## config.mk

```make
export PLATFORM = sky130hd
export DESIGN_NAME = enet_csr_bank
export DESIGN_NICKNAME = d
export VERILOG_FILES = /design/src/rtl/enet_csr_pkg.sv /design/src/rtl/enet_csr_cell.sv /design/src/rtl/enet_csr_ring_bank.sv /design/src/rtl/enet_csr_halt.sv /design/src/rtl/enet_csr_events.sv /design/src/rtl/enet_csr_bank.sv
export SDC_FILE = /design/constraint.sdc
export NUM_CORES = 2
export LEC_CHECK = 0
export BUFFER_PORTS_ARGS = -buffer_cell sky130_fd_sc_hd__buf_2
export CORE_UTILIZATION = 50
export CTS_BUF_LIST = sky130_fd_sc_hd__clkbuf_16
export CTS_CLUSTER_SIZE = 28
export DETAILED_ROUTE_END_ITERATION = 12
export PLACE_DENSITY_LB_ADDON = 0.25
export SLEW_MARGIN = 10
export SYNTH_ARGS = -nofsm -noshare
export SYNTH_HDL_FRONTEND = slang
export SYNTH_HIERARCHICAL = 1
export SYNTH_SLANG_ARGS = --single-unit
```

## constraint.sdc

```tcl
create_clock -name clk -period 8.1 [get_ports clk]
set_clock_uncertainty 0.15 [all_clocks]
set_input_delay 0.81 -clock clk [delete_from_list [all_inputs] [get_ports clk]]
set_output_delay 0.81 -clock clk [all_outputs]
set_load 0.005 [all_outputs]
```

## src/rtl/enet_csr_pkg.sv

```systemverilog
package enet_csr_pkg;

  typedef enum logic [2:0] {
    ACC_NONE,
    ACC_RW,
    ACC_WO,
    ACC_W1C,
    ACC_RO
  } acc_e;

  typedef logic [9:0] idx_t;

  localparam int   SLOTS      = 8;
  localparam idx_t IDX_EVT    = 10'd0;
  localparam idx_t IDX_EVEN   = 10'd1;
  localparam idx_t IDX_CTRL   = 10'd2;
  localparam idx_t IDX_CMD    = 10'd3;
  localparam idx_t IDX_ID     = 10'd4;
  localparam idx_t IDX_STICKY = 10'd5;
  localparam idx_t IDX_TXHALT = 10'd6;
  localparam idx_t IDX_RXHALT = 10'd7;
  localparam idx_t IDX_TXBASE = 10'd8;
  localparam idx_t IDX_TXPTR  = 10'd16;
  localparam idx_t IDX_RXBASE = 10'd24;
  localparam idx_t IDX_RXPTR  = 10'd32;

  localparam int TX_HALT_TOP = 31;
  localparam int RX_HALT_TOP = 23;

  localparam logic [31:0] EVT_TXF = 32'h0000_0001;
  localparam logic [31:0] EVT_RXF = 32'h0000_0002;
  localparam logic [31:0] EVT_ERR = 32'h0000_1FFC;

  // Value left by a plain write for a given access class
  function automatic logic [31:0] cell_next(acc_e kind, logic [31:0] cur, logic [31:0] wd);
    case (kind)
      ACC_RW, ACC_WO: return wd;
      ACC_W1C:        return cur & ~wd;
      default:        return cur;
    endcase
  endfunction

  // What software sees when reading a register of a given class
  function automatic logic [31:0] read_view(acc_e kind, logic [31:0] cur);
    return (kind == ACC_WO || kind == ACC_NONE) ? 32'h0 : cur;
  endfunction

  function automatic logic [31:0] align8(logic [31:0] d);
    return {d[31:3], 3'b000};
  endfunction

  // Bits top, top-1, ... top-(n-1) set
  function automatic logic [31:0] halt_field(int top, int n);
    logic [31:0] m = '0;
    for (int i = 0; i < n; i++) m[top - i] = 1'b1;
    return m;
  endfunction

  // Clear then set: a set wins over a clear of the same bit
  function automatic logic [31:0] evt_apply(logic [31:0] cur, logic [31:0] clr, logic [31:0] set);
    return (cur & ~clr) | set;
  endfunction

  function automatic logic irq_next(logic cur, logic raise, logic lower);
    return (cur | raise) & ~lower;
  endfunction

endpackage

```

## src/rtl/enet_csr_cell.sv

```systemverilog
module enet_csr_cell
  import enet_csr_pkg::*;
#(
  parameter acc_e        KIND = ACC_RW,
  parameter logic [31:0] RST  = 32'h0
) (
  input  logic        clk,
  input  logic        rst_n,
  input  logic        wr,
  input  logic [31:0] wdata,
  output logic [31:0] q,
  output logic [31:0] rview
);

  always_ff @(posedge clk) begin
    if (!rst_n)  q <= RST;
    else if (wr) q <= cell_next(KIND, q, wdata);
  end

  assign rview = read_view(KIND, q);

endmodule

```

## src/rtl/enet_csr_ring_bank.sv

```systemverilog
module enet_csr_ring_bank
  import enet_csr_pkg::*;
#(
  parameter int   NUM_RINGS = 8,
  parameter idx_t BASE_IDX  = IDX_TXBASE,
  parameter idx_t PTR_IDX   = IDX_TXPTR
) (
  input  logic                  clk,
  input  logic                  rst_n,
  input  logic                  wr,
  input  idx_t                  idx,
  input  logic [31:0]           wdata,
  output logic [SLOTS-1:0][31:0] base_q,
  output logic [SLOTS-1:0][31:0] ptr_q
);

  for (genvar s = 0; s < SLOTS; s++) begin : g_slot
    if (s < NUM_RINGS) begin : g_live
      logic base_hit, ptr_hit;
      assign base_hit = wr && (idx == BASE_IDX + idx_t'(s));
      assign ptr_hit  = wr && (idx == PTR_IDX + idx_t'(s));

      always_ff @(posedge clk) begin
        if (!rst_n) begin
          base_q[s] <= '0;
          ptr_q[s]  <= '0;
        end else if (base_hit) begin
          base_q[s] <= align8(wdata);
          ptr_q[s]  <= align8(wdata);
        end else if (ptr_hit) begin
          ptr_q[s]  <= wdata;
        end
      end
    end else begin : g_absent
      assign base_q[s] = '0;
      assign ptr_q[s]  = '0;
    end
  end

endmodule

```

## src/rtl/enet_csr_halt.sv

```systemverilog
module enet_csr_halt
  import enet_csr_pkg::*;
#(
  parameter int NUM_RINGS = 8,
  parameter int TOP_BIT   = 31,
  parameter bit EDGE_ONLY = 1'b0
) (
  input  logic                 clk,
  input  logic                 rst_n,
  input  logic                 wr,
  input  logic [31:0]          wdata,
  input  logic [NUM_RINGS-1:0] hw_set,
  output logic [31:0]          stat_q,
  output logic [NUM_RINGS-1:0] kick
);

  localparam logic [31:0] HMASK = halt_field(TOP_BIT, NUM_RINGS);

  logic [31:0]          set_vec;
  logic [31:0]          clr_vec;
  logic [NUM_RINGS-1:0] kick_d;

  always_comb begin
    set_vec = '0;
    kick_d  = '0;
    for (int i = 0; i < NUM_RINGS; i++) begin
      set_vec[TOP_BIT - i] = hw_set[i];
      kick_d[i] = wr && wdata[TOP_BIT - i] && (!EDGE_ONLY || !stat_q[TOP_BIT - i]);
    end
    clr_vec = wr ? wdata : 32'h0;
  end

  always_ff @(posedge clk) begin
    if (!rst_n) begin
      stat_q <= '0;
      kick   <= '0;
    end else begin
      stat_q <= evt_apply(stat_q, clr_vec, set_vec) & HMASK;
      kick   <= kick_d;
    end
  end

endmodule

```

## src/rtl/enet_csr_events.sv

```systemverilog
module enet_csr_events
  import enet_csr_pkg::*;
(
  input  logic        clk,
  input  logic        rst_n,
  input  logic        wr,
  input  logic [31:0] wdata,
  input  logic [31:0] set,
  input  logic [31:0] enable,
  output logic [31:0] evt_q,
  output logic        irq_tx,
  output logic        irq_rx,
  output logic        irq_err
);

  logic [31:0] evt_d;
  logic raise_tx, raise_rx, raise_err;
  logic lower_tx, lower_rx, lower_err;

  assign evt_d     = evt_apply(evt_q, wr ? wdata : 32'h0, set);
  assign raise_tx  = |(set & enable & EVT_TXF);
  assign raise_rx  = |(set & enable & EVT_RXF);
  assign raise_err = |(set & enable & EVT_ERR);
  assign lower_tx  = wr && ((evt_d & EVT_TXF) == 32'h0);
  assign lower_rx  = wr && ((evt_d & EVT_RXF) == 32'h0);
  assign lower_err = wr && ((evt_d & EVT_ERR) == 32'h0);

  always_ff @(posedge clk) begin
    if (!rst_n) begin
      evt_q   <= '0;
      irq_tx  <= 1'b0;
      irq_rx  <= 1'b0;
      irq_err <= 1'b0;
    end else begin
      evt_q   <= evt_d;
      irq_tx  <= irq_next(irq_tx, raise_tx, lower_tx);
      irq_rx  <= irq_next(irq_rx, raise_rx, lower_rx);
      irq_err <= irq_next(irq_err, raise_err, lower_err);
    end
  end

endmodule

```

## src/rtl/enet_csr_bank.sv

```systemverilog
module enet_csr_bank
  import enet_csr_pkg::*;
#(
  parameter int          NUM_RINGS  = 8,
  parameter logic [31:0] CTRL_RST   = 32'h0000_0040,
  parameter logic [31:0] ID_VALUE   = 32'h5E7C_0001,
  parameter logic [31:0] STICKY_RST = 32'h0000_FFFF
) (
  input  logic                 clk,
  input  logic                 rst_n,
  input  logic                 csr_en,
  input  logic                 csr_we,
  input  logic [11:0]          csr_addr,
  input  logic [31:0]          csr_wdata,
  output logic [31:0]          csr_rdata,
  input  logic [31:0]          evt_set,
  input  logic [NUM_RINGS-1:0] tx_halt_set,
  input  logic [NUM_RINGS-1:0] rx_halt_set,
  output logic [NUM_RINGS-1:0] tx_kick,
  output logic [NUM_RINGS-1:0] rx_kick,
  output logic                 irq_tx,
  output logic                 irq_rx,
  output logic                 irq_err,
  output logic [31:0]          ctrl_word,
  output logic [31:0]          cmd_word
);

  localparam int NCELL = 5;
  localparam idx_t        CELL_IDX [NCELL] = '{IDX_EVEN, IDX_CTRL, IDX_CMD, IDX_ID, IDX_STICKY};
  localparam acc_e        CELL_ACC [NCELL] = '{ACC_RW, ACC_RW, ACC_WO, ACC_RO, ACC_W1C};
  localparam logic [31:0] CELL_RST [NCELL] = '{32'h0, CTRL_RST, 32'h0, ID_VALUE, STICKY_RST};

  idx_t        idx;
  logic        wr;
  logic        unused_lsb;
  logic [31:0] cell_q [NCELL];
  logic [31:0] cell_rv[NCELL];
  logic [31:0] evt_q;
  logic [31:0] tx_stat_q, rx_stat_q;
  logic [SLOTS-1:0][31:0] tx_base, tx_ptr, rx_base, rx_ptr;

  assign idx        = csr_addr[11:2];
  assign unused_lsb = ^csr_addr[1:0];
  assign wr         = csr_en && csr_we;

  for (genvar c = 0; c < NCELL; c++) begin : g_cell
    enet_csr_cell #(.KIND(CELL_ACC[c]), .RST(CELL_RST[c])) u_cell (
      .clk   (clk),
      .rst_n (rst_n),
      .wr    (wr && (idx == CELL_IDX[c])),
      .wdata (csr_wdata),
      .q     (cell_q[c]),
      .rview (cell_rv[c])
    );
  end

  assign ctrl_word = cell_q[1];
  assign cmd_word  = cell_q[2];

  enet_csr_events u_evt (
    .clk     (clk),
    .rst_n   (rst_n),
    .wr      (wr && (idx == IDX_EVT)),
    .wdata   (csr_wdata),
    .set     (evt_set),
    .enable  (cell_q[0]),
    .evt_q   (evt_q),
    .irq_tx  (irq_tx),
    .irq_rx  (irq_rx),
    .irq_err (irq_err)
  );

  enet_csr_halt #(.NUM_RINGS(NUM_RINGS), .TOP_BIT(TX_HALT_TOP), .EDGE_ONLY(1'b0)) u_txh (
    .clk    (clk),
    .rst_n  (rst_n),
    .wr     (wr && (idx == IDX_TXHALT)),
    .wdata  (csr_wdata),
    .hw_set (tx_halt_set),
    .stat_q (tx_stat_q),
    .kick   (tx_kick)
  );

  enet_csr_halt #(.NUM_RINGS(NUM_RINGS), .TOP_BIT(RX_HALT_TOP), .EDGE_ONLY(1'b1)) u_rxh (
    .clk    (clk),
    .rst_n  (rst_n),
    .wr     (wr && (idx == IDX_RXHALT)),
    .wdata  (csr_wdata),
    .hw_set (rx_halt_set),
    .stat_q (rx_stat_q),
    .kick   (rx_kick)
  );

  enet_csr_ring_bank #(.NUM_RINGS(NUM_RINGS), .BASE_IDX(IDX_TXBASE), .PTR_IDX(IDX_TXPTR)) u_txr (
    .clk    (clk),
    .rst_n  (rst_n),
    .wr     (wr),
    .idx    (idx),
    .wdata  (csr_wdata),
    .base_q (tx_base),
    .ptr_q  (tx_ptr)
  );

  enet_csr_ring_bank #(.NUM_RINGS(NUM_RINGS), .BASE_IDX(IDX_RXBASE), .PTR_IDX(IDX_RXPTR)) u_rxr (
    .clk    (clk),
    .rst_n  (rst_n),
    .wr     (wr),
    .idx    (idx),
    .wdata  (csr_wdata),
    .base_q (rx_base),
    .ptr_q  (rx_ptr)
  );

  always_comb begin
    csr_rdata = 32'h0;
    for (int c = 0; c < NCELL; c++)
      if (idx == CELL_IDX[c]) csr_rdata = cell_rv[c];
    if (idx == IDX_EVT)    csr_rdata = evt_q;
    if (idx == IDX_TXHALT) csr_rdata = tx_stat_q;
    if (idx == IDX_RXHALT) csr_rdata = rx_stat_q;
    if (idx[9:3] == IDX_TXBASE[9:3]) csr_rdata = tx_base[idx[2:0]];
    if (idx[9:3] == IDX_TXPTR[9:3])  csr_rdata = tx_ptr[idx[2:0]];
    if (idx[9:3] == IDX_RXBASE[9:3]) csr_rdata = rx_base[idx[2:0]];
    if (idx[9:3] == IDX_RXPTR[9:3])  csr_rdata = rx_ptr[idx[2:0]];
  end

endmodule

```

==> flow_metrics.tcl <==
set metrics [dict create \
    status "finished, final reports clean" \
    die_x_um 334 \
    place_inst 6546 \
    grt_pass1_vias 38100 \
    cp.required_ns 7.14 \
    fp.dieH_um 334 \
    worst-slew-pin-transition_ns 1.31 \
    cts_resized 0 \
    syn_inst 5335 \
    min_period_ns 5.25 \
    nets 5285 \
    stdcell_count 6763 \
    hp-class "input port to register" \
    cp_max_fo 22 \
    num_rows 121 \
    rsz0062_at_grt "no" \
    max_clock_freq_ghz 0.190 \
    arrival_ns 4.29 \
    total_power_mw 11.7 \
    drt_iter0_drc 3737 \
    synth_area_mm2 0.0552 \
    critPathLaunchType "input port" \
    maxCapViolCount 0 \
    yosys_warnings 6 \
    grt_pass1_wl_um 248000 \
    clock_path_buffers 3 \
    min_period_over_period 0.648 \
    ant_nets 0 \
    clock_latency_ns 0.70 \
    relSlewSlack 0.111 \
    firstDrtPassIters 5 \
    power_density_mw_per_mm2 199 \
    syn2layout_area_growth_pct 6.80 \
    cts.root.buffer_cell "clkbuf_16" \
    ios 211 \
    drt_wl_total_um 168000 \
    worstSetupPathType "input port to primary output" \
    stdcell_area_mm2 0.0590 \
    power_leakage_nw 26.5 \
    viasPerCell 5.87 \
    drive_above_1_share 0.150 \
    drcViolationCount 0 \
    die_area_mm2 0.112 \
    finalSetupTns_ns 0 \
    vias 39700 \
    clkSinkCount 1171 \
    post_dp_cell_area_mm2 0.0553 \
    hold_buffers 0 \
    start_util 0.506 \
    gp_congestion 0.961 \
    layout_commonest_cell "nand2_1" \
    gr-total-overflow 0 \
    finalSetupViolCount 0 \
    path_clk_slew_ns 0.06 \
    grt_max_degree 181 \
    end_kind "primary output" \
    grtUsageTotal 0.294 \
    avgSynthCellArea_um2 10.4 \
    irDropWorstVdd_mv 0.178 \
    antenna_found_initial 9 \
    cts_buffers 117 \
    whs_ns 0.145 \
    cts_tree "built" \
    wire_per_inst_um 24.9 \
    dp_hpwl_um 107000 \
    hold_viol_final 0 \
    final_cell_mix "1,185 x nand2_1, 1,171 x dfxtp_1, 1,120 x mux2i_1" \
    io_buffers 208 \
    design.core.area_mm2 0.109 \
    htree_levels 3 \
    final_max_slew_viol_count 0 \
    post-cts-setup-buffers 0 \
]
[report_power, final]
part	internal [mW]	switching, mW
registers	5.78	0.0174
logic	0.179	0.477
clock network	2.96	2.33
total	8.92	2.82
[layout make-up]
cell class,count,area (um2)
inverter,21,81.3
timing repair buffer,299,1860
tap,1476,1850
clock inverter,92,643
fill,9479,50200
clock buffer,121,3030
sequential,1171,23400
multi-input combinational,3579,28100
antenna,4,10.0
[state kept, by name, summed over array words and instances (netlist names), 8 cells and up]
register and flops:
u_txh/stat_q 8, u_txr/base_q 232, u_txr/ptr_q 256, u_rxh/kick 8
u_rxr/base_q 232, u_rxh/stat_q 8, u_txh/kick 8, u_rxr/ptr_q 256
u_evt/evt_q 32, g_cell.u_cell/q 128
[layer usage]
metal | GRT usage | share of wire | up-vias
met3 | 0.0577 | 0.074 | 402
met1 | 0.388 | 0.42 | 19800
met5 | 0 | 0.00016 | -
li1 | - | - | 18100
met2 | 0.459 | 0.45 | 1436
met4 | 0.144 | 0.051 | 4
[path summary, 6_finish.rpt]
| path | from | to | slack (ns) | depth (start not counted) |
|---|---|---|---|---|
| hold reg to reg | g_cell[4].u_cell/q[24]$_SDFFE_PN0P_ | g_cell[4].u_cell/q[24]$_SDFFE_PN0P_ | 0.28 | 2 |
| setup / recovery | csr_addr[6] | csr_rdata[19] | 2.85 | 8 |
| hold / removal | tx_halt_set[7] | u_txh/stat_q[24]$_SDFF_PN0_ | 0.14 | 2 |
| setup reg to reg | u_evt/evt_q[9]$_SDFF_PN0_ | u_evt/irq_err$_SDFF_PN0_ | 6.70 | 4 |
[worst max-delay path, stage by stage]
cell	delay, ns
buf_2	0.30
nor3b_2	0.98
nand2_1	0.37
buf_4	0.38
o22ai_1	0.79
nor3_1	0.23
o211ai_1	0.20
buf_2	0.17
[per-stage QoR]
step	utilization	worst slack, ns
2_1_floorplan	-	4.50
3_3_place_gp	0.507	3.05
3_5_place_dp	0.507	2.96
4_1_cts	0.540	2.96
5_1_grt	0.540	2.93
6_report	0.540	2.85
Power figures use the tool's default switching activity.
